File: config.mk
export PLATFORM = sky130hd
export DESIGN_NAME = status_stack_unit
export DESIGN_NICKNAME = d
export VERILOG_FILES = /design/src/rtl/psq_pkg.sv /design/src/rtl/psq_status_reg.sv /design/src/rtl/psq_stack_ptr.sv /design/src/rtl/psq_seq.sv /design/src/rtl/status_stack_unit.sv
export SDC_FILE = /design/constraint.sdc
export NUM_CORES = 1
export LEC_CHECK = 0
export CORE_MARGIN = 2
export CORE_UTILIZATION = 32
export CTS_BUF_LIST = sky130_fd_sc_hd__clkbuf_8 sky130_fd_sc_hd__clkbuf_16
export DETAILED_ROUTE_END_ITERATION = 6
export DONT_BUFFER_PORTS = 1
export PLACE_DENSITY = 0.55
export SLEW_MARGIN = 10
export SYNTH_ARGS = -nofsm -noshare
export SYNTH_HDL_FRONTEND = slang
export SYNTH_SLANG_ARGS = --single-unit
File: constraint.sdc
create_clock -name clk -period 9.08 [get_ports clk]
set_input_delay 0.908 -clock clk [delete_from_list [all_inputs] [get_ports clk]]
set_output_delay 0.908 -clock clk [all_outputs]
set_load 0.005 [all_outputs]
File: src/rtl/psq_pkg.sv
package psq_pkg;

    localparam int DW  = 8;
    localparam int AW  = 16;
    localparam int OPW = 5;
    localparam int STW = 3;

    localparam int BIT_N = 7;
    localparam int BIT_V = 6;
    localparam int BIT_U = 5;
    localparam int BIT_B = 4;
    localparam int BIT_D = 3;
    localparam int BIT_I = 2;
    localparam int BIT_Z = 1;
    localparam int BIT_C = 0;

    localparam logic [DW-1:0] STORED_MASK = 8'hCF;

    typedef enum logic [OPW-1:0] {
        CMD_NONE   = 5'd0,
        CMD_CLR_C  = 5'd1,
        CMD_CLR_D  = 5'd2,
        CMD_CLR_I  = 5'd3,
        CMD_CLR_V  = 5'd4,
        CMD_SET_C  = 5'd5,
        CMD_SET_D  = 5'd6,
        CMD_SET_I  = 5'd7,
        CMD_X2SP   = 5'd8,
        CMD_SP2X   = 5'd9,
        CMD_PUSH_A = 5'd10,
        CMD_PUSH_F = 5'd11,
        CMD_PULL_A = 5'd12,
        CMD_PULL_F = 5'd13,
        CMD_CALL   = 5'd14,
        CMD_RET    = 5'd15,
        CMD_IRET   = 5'd16,
        CMD_BREAK  = 5'd17
    } cmd_e;

    typedef enum logic [1:0] {
        SP_HOLD,
        SP_INC,
        SP_DEC,
        SP_LOAD
    } sp_cmd_e;

    typedef struct packed {
        logic          ld_nz;
        logic [DW-1:0] nz_src;
        logic          ld_all;
        logic [DW-1:0] all_src;
        logic [DW-1:0] set_m;
        logic [DW-1:0] clr_m;
    } flag_upd_t;

    function automatic logic [DW-1:0] bit_of(input int pos);
        return DW'(1) << pos;
    endfunction

    // index of the final busy step; zero marks a single-cycle command
    function automatic logic [STW-1:0] last_step(input cmd_e c);
        case (c)
            CMD_PUSH_A, CMD_PUSH_F:        return STW'(2);
            CMD_PULL_A, CMD_PULL_F:        return STW'(3);
            CMD_CALL, CMD_RET, CMD_IRET:   return STW'(5);
            CMD_BREAK:                     return STW'(6);
            default:                       return STW'(0);
        endcase
    endfunction

    function automatic logic is_seq(input cmd_e c);
        return last_step(c) != STW'(0);
    endfunction

endpackage

File: src/rtl/psq_status_reg.sv
module psq_status_reg
    import psq_pkg::*;
#(
    parameter logic RESET_I = 1'b1
) (
    input  logic          clk,
    input  logic          rst,
    input  flag_upd_t     upd,
    output logic [DW-1:0] status
);

    logic [DW-1:0] flags_q;
    logic [DW-1:0] flags_d;

    always_comb begin
        flags_d = flags_q;
        if (upd.ld_all) begin
            flags_d = upd.all_src & STORED_MASK;
        end
        if (upd.ld_nz) begin
            flags_d[BIT_N] = upd.nz_src[DW-1];
            flags_d[BIT_Z] = (upd.nz_src == '0);
        end
        flags_d = ((flags_d & ~upd.clr_m) | upd.set_m) & STORED_MASK;
    end

    always_ff @(posedge clk) begin
        if (rst) begin
            flags_q        <= '0;
            flags_q[BIT_I] <= RESET_I;
        end else begin
            flags_q <= flags_d;
        end
    end

    assign status = flags_q | bit_of(BIT_U);

    assert_quiet_flags_R3: assert property (@(posedge clk) disable iff (rst)
        (upd == '0) |=> $stable(status));

    assert_zero_flag_R6: assert property (@(posedge clk) disable iff (rst)
        (upd.ld_nz && !upd.ld_all && upd.set_m == '0 && upd.clr_m == '0)
        |=> (status[BIT_Z] == ($past(upd.nz_src) == '0)));

endmodule

File: src/rtl/psq_stack_ptr.sv
module psq_stack_ptr
    import psq_pkg::*;
#(
    parameter logic [DW-1:0] SP_RESET = 8'hFF
) (
    input  logic          clk,
    input  logic          rst,
    input  sp_cmd_e       cmd,
    input  logic [DW-1:0] ld_val,
    output logic [DW-1:0] sp
);

    always_ff @(posedge clk) begin
        if (rst) begin
            sp <= SP_RESET;
        end else begin
            case (cmd)
                SP_INC:  sp <= sp + DW'(1);
                SP_DEC:  sp <= sp - DW'(1);
                SP_LOAD: sp <= ld_val;
                default: sp <= sp;
            endcase
        end
    end

    assert_sp_step_R13: assert property (@(posedge clk) disable iff (rst)
        (cmd != SP_LOAD) |=> (sp == $past(sp) ||
                              sp == DW'($past(sp) + DW'(1)) ||
                              sp == DW'($past(sp) - DW'(1))));

    assert_sp_load_R4: assert property (@(posedge clk) disable iff (rst)
        (cmd == SP_LOAD) |=> (sp == $past(ld_val)));

endmodule

File: src/rtl/psq_seq.sv
module psq_seq
    import psq_pkg::*;
#(
    parameter logic [DW-1:0] STACK_PAGE = 8'h01,
    parameter logic [AW-1:0] IRQ_VEC    = 16'hFFFE
) (
    input  logic           clk,
    input  logic           rst,
    input  logic           start,
    input  logic [OPW-1:0] op,
    input  logic [AW-1:0]  pc_in,
    input  logic [DW-1:0]  a_in,
    input  logic [DW-1:0]  rd_data,
    input  logic [DW-1:0]  sp,
    input  logic [DW-1:0]  status,
    output logic [AW-1:0]  mem_addr,
    output logic [DW-1:0]  wr_data,
    output logic           wr_en,
    output sp_cmd_e        sp_cmd,
    output flag_upd_t      upd,
    output logic [AW-1:0]  pc_out,
    output logic           pc_load,
    output logic [DW-1:0]  a_out,
    output logic           a_load,
    output logic [DW-1:0]  x_out,
    output logic           x_load,
    output logic           done,
    output logic           busy
);

    cmd_e           op_in;
    cmd_e           op_q;
    logic           busy_q;
    logic [STW-1:0] step_q;
    logic [AW-1:0]  pc_q;
    logic [DW-1:0]  a_q;
    logic [DW-1:0]  lo_q;
    logic           cap_lo;
    logic           single;
    logic           launch;
    logic           last;
    logic [AW-1:0]  stk_addr;
    logic [AW-1:0]  pc_ret;

    assign op_in    = cmd_e'(op);
    assign single   = start && !busy_q && !is_seq(op_in);
    assign launch   = start && !busy_q &&  is_seq(op_in);
    assign last     = busy_q && (step_q == last_step(op_q));
    assign stk_addr = {STACK_PAGE, sp};
    assign pc_ret   = pc_q + AW'(2);
    assign busy     = busy_q;

    always_ff @(posedge clk) begin
        if (rst) begin
            busy_q <= 1'b0;
            op_q   <= CMD_NONE;
            step_q <= '0;
            pc_q   <= '0;
            a_q    <= '0;
            lo_q   <= '0;
        end else begin
            if (launch) begin
                busy_q <= 1'b1;
                op_q   <= op_in;
                step_q <= STW'(1);
                pc_q   <= pc_in;
                a_q    <= a_in;
            end else if (busy_q) begin
                if (last) begin
                    busy_q <= 1'b0;
                    step_q <= '0;
                end else begin
                    step_q <= step_q + STW'(1);
                end
            end
            if (cap_lo) begin
                lo_q <= rd_data;
            end
        end
    end

    always_comb begin
        mem_addr = stk_addr;
        wr_data  = '0;
        wr_en    = 1'b0;
        sp_cmd   = SP_HOLD;
        upd      = '0;
        pc_out   = '0;
        pc_load  = 1'b0;
        a_out    = '0;
        a_load   = 1'b0;
        x_out    = '0;
        x_load   = 1'b0;
        done     = 1'b0;
        cap_lo   = 1'b0;

        if (single) begin
            done = 1'b1;
            case (op_in)
                CMD_CLR_C: upd.clr_m = bit_of(BIT_C);
                CMD_CLR_D: upd.clr_m = bit_of(BIT_D);
                CMD_CLR_I: upd.clr_m = bit_of(BIT_I);
                CMD_CLR_V: upd.clr_m = bit_of(BIT_V);
                CMD_SET_C: upd.set_m = bit_of(BIT_C);
                CMD_SET_D: upd.set_m = bit_of(BIT_D);
                CMD_SET_I: upd.set_m = bit_of(BIT_I);
                CMD_X2SP:  sp_cmd    = SP_LOAD;
                CMD_SP2X: begin
                    x_out      = sp;
                    x_load     = 1'b1;
                    upd.ld_nz  = 1'b1;
                    upd.nz_src = sp;
                end
                default: ;
            endcase
        end else if (busy_q) begin
            done = last;
            case (op_q)
                CMD_PUSH_A, CMD_PUSH_F: begin
                    if (step_q == STW'(2)) begin
                        wr_en   = 1'b1;
                        wr_data = (op_q == CMD_PUSH_A) ? a_q : status;
                        sp_cmd  = SP_DEC;
                    end
                end
                CMD_PULL_A, CMD_PULL_F: begin
                    if (step_q == STW'(2)) begin
                        sp_cmd = SP_INC;
                    end else if (step_q == STW'(3)) begin
                        if (op_q == CMD_PULL_A) begin
                            a_out      = rd_data;
                            a_load     = 1'b1;
                            upd.ld_nz  = 1'b1;
                            upd.nz_src = rd_data;
                        end else begin
                            upd.ld_all  = 1'b1;
                            upd.all_src = rd_data;
                        end
                    end
                end
                CMD_CALL: begin
                    case (step_q)
                        STW'(1): begin
                            mem_addr = pc_q + AW'(1);
                            cap_lo   = 1'b1;
                        end
                        STW'(3): begin
                            wr_en   = 1'b1;
                            wr_data = pc_ret[AW-1:DW];
                            sp_cmd  = SP_DEC;
                        end
                        STW'(4): begin
                            wr_en   = 1'b1;
                            wr_data = pc_ret[DW-1:0];
                            sp_cmd  = SP_DEC;
                        end
                        STW'(5): begin
                            mem_addr = pc_ret;
                            pc_out   = {rd_data, lo_q};
                            pc_load  = 1'b1;
                        end
                        default: ;
                    endcase
                end
                CMD_RET: begin
                    case (step_q)
                        STW'(3): sp_cmd = SP_INC;
                        STW'(4): begin
                            cap_lo = 1'b1;
                            sp_cmd = SP_INC;
                        end
                        STW'(5): begin
                            pc_out  = {rd_data, lo_q} + AW'(1);
                            pc_load = 1'b1;
                        end
                        default: ;
                    endcase
                end
                CMD_IRET: begin
                    case (step_q)
                        STW'(2): sp_cmd = SP_INC;
                        STW'(3): begin
                            upd.ld_all  = 1'b1;
                            upd.all_src = rd_data;
                            sp_cmd      = SP_INC;
                        end
                        STW'(4): begin
                            cap_lo = 1'b1;
                            sp_cmd = SP_INC;
                        end
                        STW'(5): begin
                            pc_out  = {rd_data, lo_q};
                            pc_load = 1'b1;
                        end
                        default: ;
                    endcase
                end
                CMD_BREAK: begin
                    case (step_q)
                        STW'(2): begin
                            wr_en   = 1'b1;
                            wr_data = pc_ret[AW-1:DW];
                            sp_cmd  = SP_DEC;
                        end
                        STW'(3): begin
                            wr_en   = 1'b1;
                            wr_data = pc_ret[DW-1:0];
                            sp_cmd  = SP_DEC;
                        end
                        STW'(4): begin
                            wr_en     = 1'b1;
                            wr_data   = status | bit_of(BIT_B);
                            sp_cmd    = SP_DEC;
                            upd.set_m = bit_of(BIT_I);
                        end
                        STW'(5): begin
                            mem_addr = IRQ_VEC;
                            cap_lo   = 1'b1;
                        end
                        STW'(6): begin
                            mem_addr = IRQ_VEC + AW'(1);
                            pc_out   = {rd_data, lo_q};
                            pc_load  = 1'b1;
                        end
                        default: ;
                    endcase
                end
                default: ;
            endcase
        end
    end

    assert_push_page_R5: assert property (@(posedge clk) disable iff (rst)
        wr_en |-> (mem_addr[AW-1:DW] == STACK_PAGE));

    assert_stay_busy_R12: assert property (@(posedge clk) disable iff (rst)
        (busy_q && !done) |=> busy_q);

    assert_done_releases_R12: assert property (@(posedge clk) disable iff (rst)
        (busy_q && done) |=> !busy_q);

    assert_load_in_done_R12: assert property (@(posedge clk) disable iff (rst)
        (pc_load || a_load || x_load) |-> done);

endmodule

File: src/rtl/status_stack_unit.sv
module status_stack_unit
    import psq_pkg::*;
#(
    parameter logic [DW-1:0] SP_RESET   = 8'hFF,
    parameter logic [DW-1:0] STACK_PAGE = 8'h01,
    parameter logic [AW-1:0] IRQ_VEC    = 16'hFFFE,
    parameter logic          RESET_I    = 1'b1
) (
    input  logic           clk,
    input  logic           rst,
    input  logic           start,
    input  logic [OPW-1:0] op,
    input  logic [AW-1:0]  pc_in,
    input  logic [DW-1:0]  a_in,
    input  logic [DW-1:0]  x_in,
    input  logic [DW-1:0]  rd_data,
    output logic [AW-1:0]  mem_addr,
    output logic [DW-1:0]  wr_data,
    output logic           wr_en,
    output logic [AW-1:0]  pc_out,
    output logic           pc_load,
    output logic [DW-1:0]  a_out,
    output logic           a_load,
    output logic [DW-1:0]  x_out,
    output logic           x_load,
    output logic           done,
    output logic           busy,
    output logic [DW-1:0]  status
);

    sp_cmd_e       sp_cmd;
    flag_upd_t     upd;
    logic [DW-1:0] sp;

    psq_status_reg #(
        .RESET_I (RESET_I)
    ) u_flags (
        .clk    (clk),
        .rst    (rst),
        .upd    (upd),
        .status (status)
    );

    psq_stack_ptr #(
        .SP_RESET (SP_RESET)
    ) u_sp (
        .clk    (clk),
        .rst    (rst),
        .cmd    (sp_cmd),
        .ld_val (x_in),
        .sp     (sp)
    );

    psq_seq #(
        .STACK_PAGE (STACK_PAGE),
        .IRQ_VEC    (IRQ_VEC)
    ) u_seq (
        .clk      (clk),
        .rst      (rst),
        .start    (start),
        .op       (op),
        .pc_in    (pc_in),
        .a_in     (a_in),
        .rd_data  (rd_data),
        .sp       (sp),
        .status   (status),
        .mem_addr (mem_addr),
        .wr_data  (wr_data),
        .wr_en    (wr_en),
        .sp_cmd   (sp_cmd),
        .upd      (upd),
        .pc_out   (pc_out),
        .pc_load  (pc_load),
        .a_out    (a_out),
        .a_load   (a_load),
        .x_out    (x_out),
        .x_load   (x_load),
        .done     (done),
        .busy     (busy)
    );

endmodule

==> flow_metrics.tcl <==
set metrics [dict create \
    fin_cells 850 \
    rsz0062_at_grt "no" \
    reg2reg_to "u_sp.sp[7]" \
    mappedNetlistArea_um2 4940 \
    synth_compound_area_frac 0.285 \
    grt_pass1_wl_um 25700 \
    max_freq_ghz 0.228 \
    die_w_um 128 \
    ant_nets 0 \
    yosysUniqueCellTypes 77 \
    cts_tree "built" \
    seqCellArea_um2 1160 \
    synth_seq_cells 58 \
    fin_util 0.347 \
    yosys_most_used_dff "dfxtp_1" \
    r2r_start "u_seq.step_q[2]" \
    cts_setup_buffers 0 \
    totalWireLength_um 16300 \
    status "complete, but fails checks" \
    end_kind "flop" \
    synth_top_cell_area_share 0.235 \
    ir_drop_v 0.0000615 \
    required_ns 9.29 \
    synth_xor_xnor_area_share 0.0602 \
    relSlewSlack 0.135 \
    htreeDepth 3 \
    drt_first_pass_iters 7 \
    multi_input_area_um2 3480 \
    antenna_found_initial 0 \
    avgSynthCellArea_um2 7.10 \
    num_vias 5019 \
    reg2reg_depth 13 \
    postCtsHoldBufs 0 \
    fillCellCount 1626 \
    n_antenna_cell 0 \
    slew_viol_final 0 \
    syn_nets 763 \
    cp-startpoint "u_seq.step_q[2]" \
    synth_largest_area_cell "dfxtp_1" \
    vias_per_cell 5.90 \
    max_stage_delay_ns 0.77 \
    start_util 0.326 \
    drive_gt1_frac 0.0559 \
    crit_cells 13 \
    synthMuxAreaShare 0.0256 \
    yosys.area_share.simple 0.282 \
    place.detailed.instances 835 \
    path_delay_family "compound AO/OA/AOI/OAI gates" \
    crit_slowest_cell "dfxtp_1" \
    synth_area_leaders "dfxtp_1 23%, a21oi_1 8.2%, nand2_1 7.8%" \
    synth_top_family_by_area "compound AO/OA/AOI/OAI gates" \
    synth_cells 696 \
    fin_worst_skew_ns 0.00802 \
    post-route-period-util 0.484 \
    r2r_slack_ns 4.69 \
    place_congestion 0.892 \
    synth_edf_count 0 \
    die-area_um2 16500 \
    powerDensity_nw_per_um2 121 \
    hold_class "flop to flop" \
    violations "DRC" \
    cp.arrival_ns 4.60 \
    p_leak_uw 0.00168 \
    ioPinCount 118 \
    seq_area_frac_synth 0.235 \
    cts-resized-gates 0 \
    fp.coreArea_um2 15100 \
    numCtsBuffers 9 \
    yosysWarnings 0 \
    min_period_ns 4.39 \
    die_h_um 128 \
    crit_chain "inv_1, ha_1, o311ai_2, o311ai_1, nand2_1, inv_1, ha_1, a21o_1, a21oi_1, a311oi_1, o211a_1, a211oi_1, a221oi_2" \
    overflow 0 \
    synthAdderAreaFrac 0.0496 \
    cts.sinks 58 \
    path_max_fanout 21 \
    crit_buf_inv 2 \
    grt_max_degree 56 \
    clk_latency_ns 0.34 \
    clockBufferDepth 2 \
    row_count 45 \
    finalHoldViolCount 0 \
    holdWs_ns 0.452 \
    wl_per_cell_um 19.2 \
    worstSetupPathType "flop to flop" \
    dp_hpwl_um 12200 \
    portBuffers 0 \
    finalSetupViolations 0 \
    total_power_uw 636 \
    tns_ns 0 \
    grt_pass1_vias 4811 \
    path_clk_slew_ns 0.06 \
    postSynth.asyncResetShare 0 \
    start_kind "flop" \
    fin_nets 725 \
    area_delta_synth_final_pct 6.28 \
    drc 1 \
    drt_iter0_markers 469 \
    root_buffer "clkbuf_16" \
    maxCapViolations 0 \
    grtUsageTotal 0.196 \
    critical_path.endpoint "u_sp.sp[7]" \
    worst_pin_slew_ns 1.29 \
]
-- stage by stage --
stage | setup WS [ns] | area [µm²]
6_report | 4.69 | 5250
5_1_grt | 4.36 | 5250
3_5_place_dp | 4.79 | 4980
4_1_cts | 4.78 | 5250
2_1_floorplan | 5.53 | 4940
3_3_place_gp | 5.05 | 4980
-- state kept, by name, indices dropped and copies added, names as in the netlist, named ones only --
register / count
u_flags.flags_q: 6
u_seq.a_q: 8
u_seq.busy: 1
u_seq.lo_q: 8
u_seq.op_q: 5
u_seq.pc_q: 16
u_seq.step_q: 3
u_sp.sp: 8
-- area by class of cell --
| class | count | share of cell area |
|---|---|---|
| clock buffers | 11 | 0.0481 |
| multi-input cells | 565 | 0.663 |
| repair buffers | 3 | 0.00429 |
| clock inverters | 4 | 0.00357 |
| flip-flops and latches | 58 | 0.221 |
| inverters | 21 | 0.0150 |
| well taps | 188 | 0.0448 |
-- layout by cell type (no fill, tap or decap), drive strengths merged, types with 11 or more instances in the layout --
cell / netlist / final
xnor2: 21 / 21
clkbuf: 32 / 11
nand3: 27 / 27
a21oi: 81 / 81
o21ai: 47 / 47
inv: 21 / 22
nor4: 11 / 11
and2: 19 / 19
dfxtp: 58 / 58
nor2: 49 / 49
nand2: 103 / 103
ha: 18 / 18
xor2: 13 / 13
nor3: 12 / 12
-- worst register-to-register path, stage by stage (launching register included) --
cell	delay (ns)
dfxtp_1	0.77
inv_1	0.18
ha_1	0.40
o311ai_2	0.59
o311ai_1	0.34
nand2_1	0.23
inv_1	0.17
ha_1	0.40
a21o_1	0.20
a21oi_1	0.24
a311oi_1	0.16
o211a_1	0.26
a211oi_1	0.26
a221oi_2	0.06
-- logic make-up (layout without fill, tap and decap cells) --
| logic type | count (synthesis) | count (layout) |
|---|---|---|
| AO/OA/AOI/OAI | 217 | 217 |
| multiplexers | 12 | 12 |
| flip-flops | 58 | 58 |
| XOR/XNOR | 34 | 34 |
| AND/OR/NAND/NOR | 281 | 281 |
| buffers and inverters | 73 | 39 |
| adder cells (fa/ha/maj) | 19 | 19 |
| other | 2 | 2 |
-- cells in the mapped netlist, drive strengths merged, types with 12 or more instances --
cell      n
inv      21
and2     19
nor3     12
a21oi    81
o21ai    47
xnor2    21
nand3    27
ha       18
nand2   103
dfxtp    58
nor2     49
xor2     13
buf      20
clkbuf   32
-- metal layers --
layer | track usage | vias up | routed length (µm)
met4 | 0.0569 | 0 | 223
li1 | - | 2426 | -
met5 | 0 | - | 0
met1 | 0.257 | 2376 | 7210
met3 | 0.0501 | 16 | 1200
met2 | 0.318 | 201 | 7700
-- how the worst min path moves through the flow --
| stage | startpoint | to | slack, ns | cells after the start |
|---|---|---|---|---|
| after detailed placement | u_seq.a_q[1] | u_seq.a_q[1] | 0.45 | 2 |
| final | u_seq.a_q[6] | u_seq.a_q[6] | 0.45 | 2 |
| after global placement | u_seq.a_q[0] | u_seq.a_q[0] | 0.44 | 2 |
| after floorplan | u_seq.a_q[0] | u_seq.a_q[0] | 0.43 | 2 |
| after CTS | u_seq.a_q[1] | u_seq.a_q[1] | 0.45 | 2 |
| after global routing | u_seq.a_q[0] | u_seq.a_q[0] | 0.47 | 2 |
-- power by group --
part,switching (µW),internal [µW],total [µW]
registers,11.6,262,273
clock network,122,195,317
logic,27.4,18.2,45.6
total,161,475,636
Power figures use the tool's default switching activity.
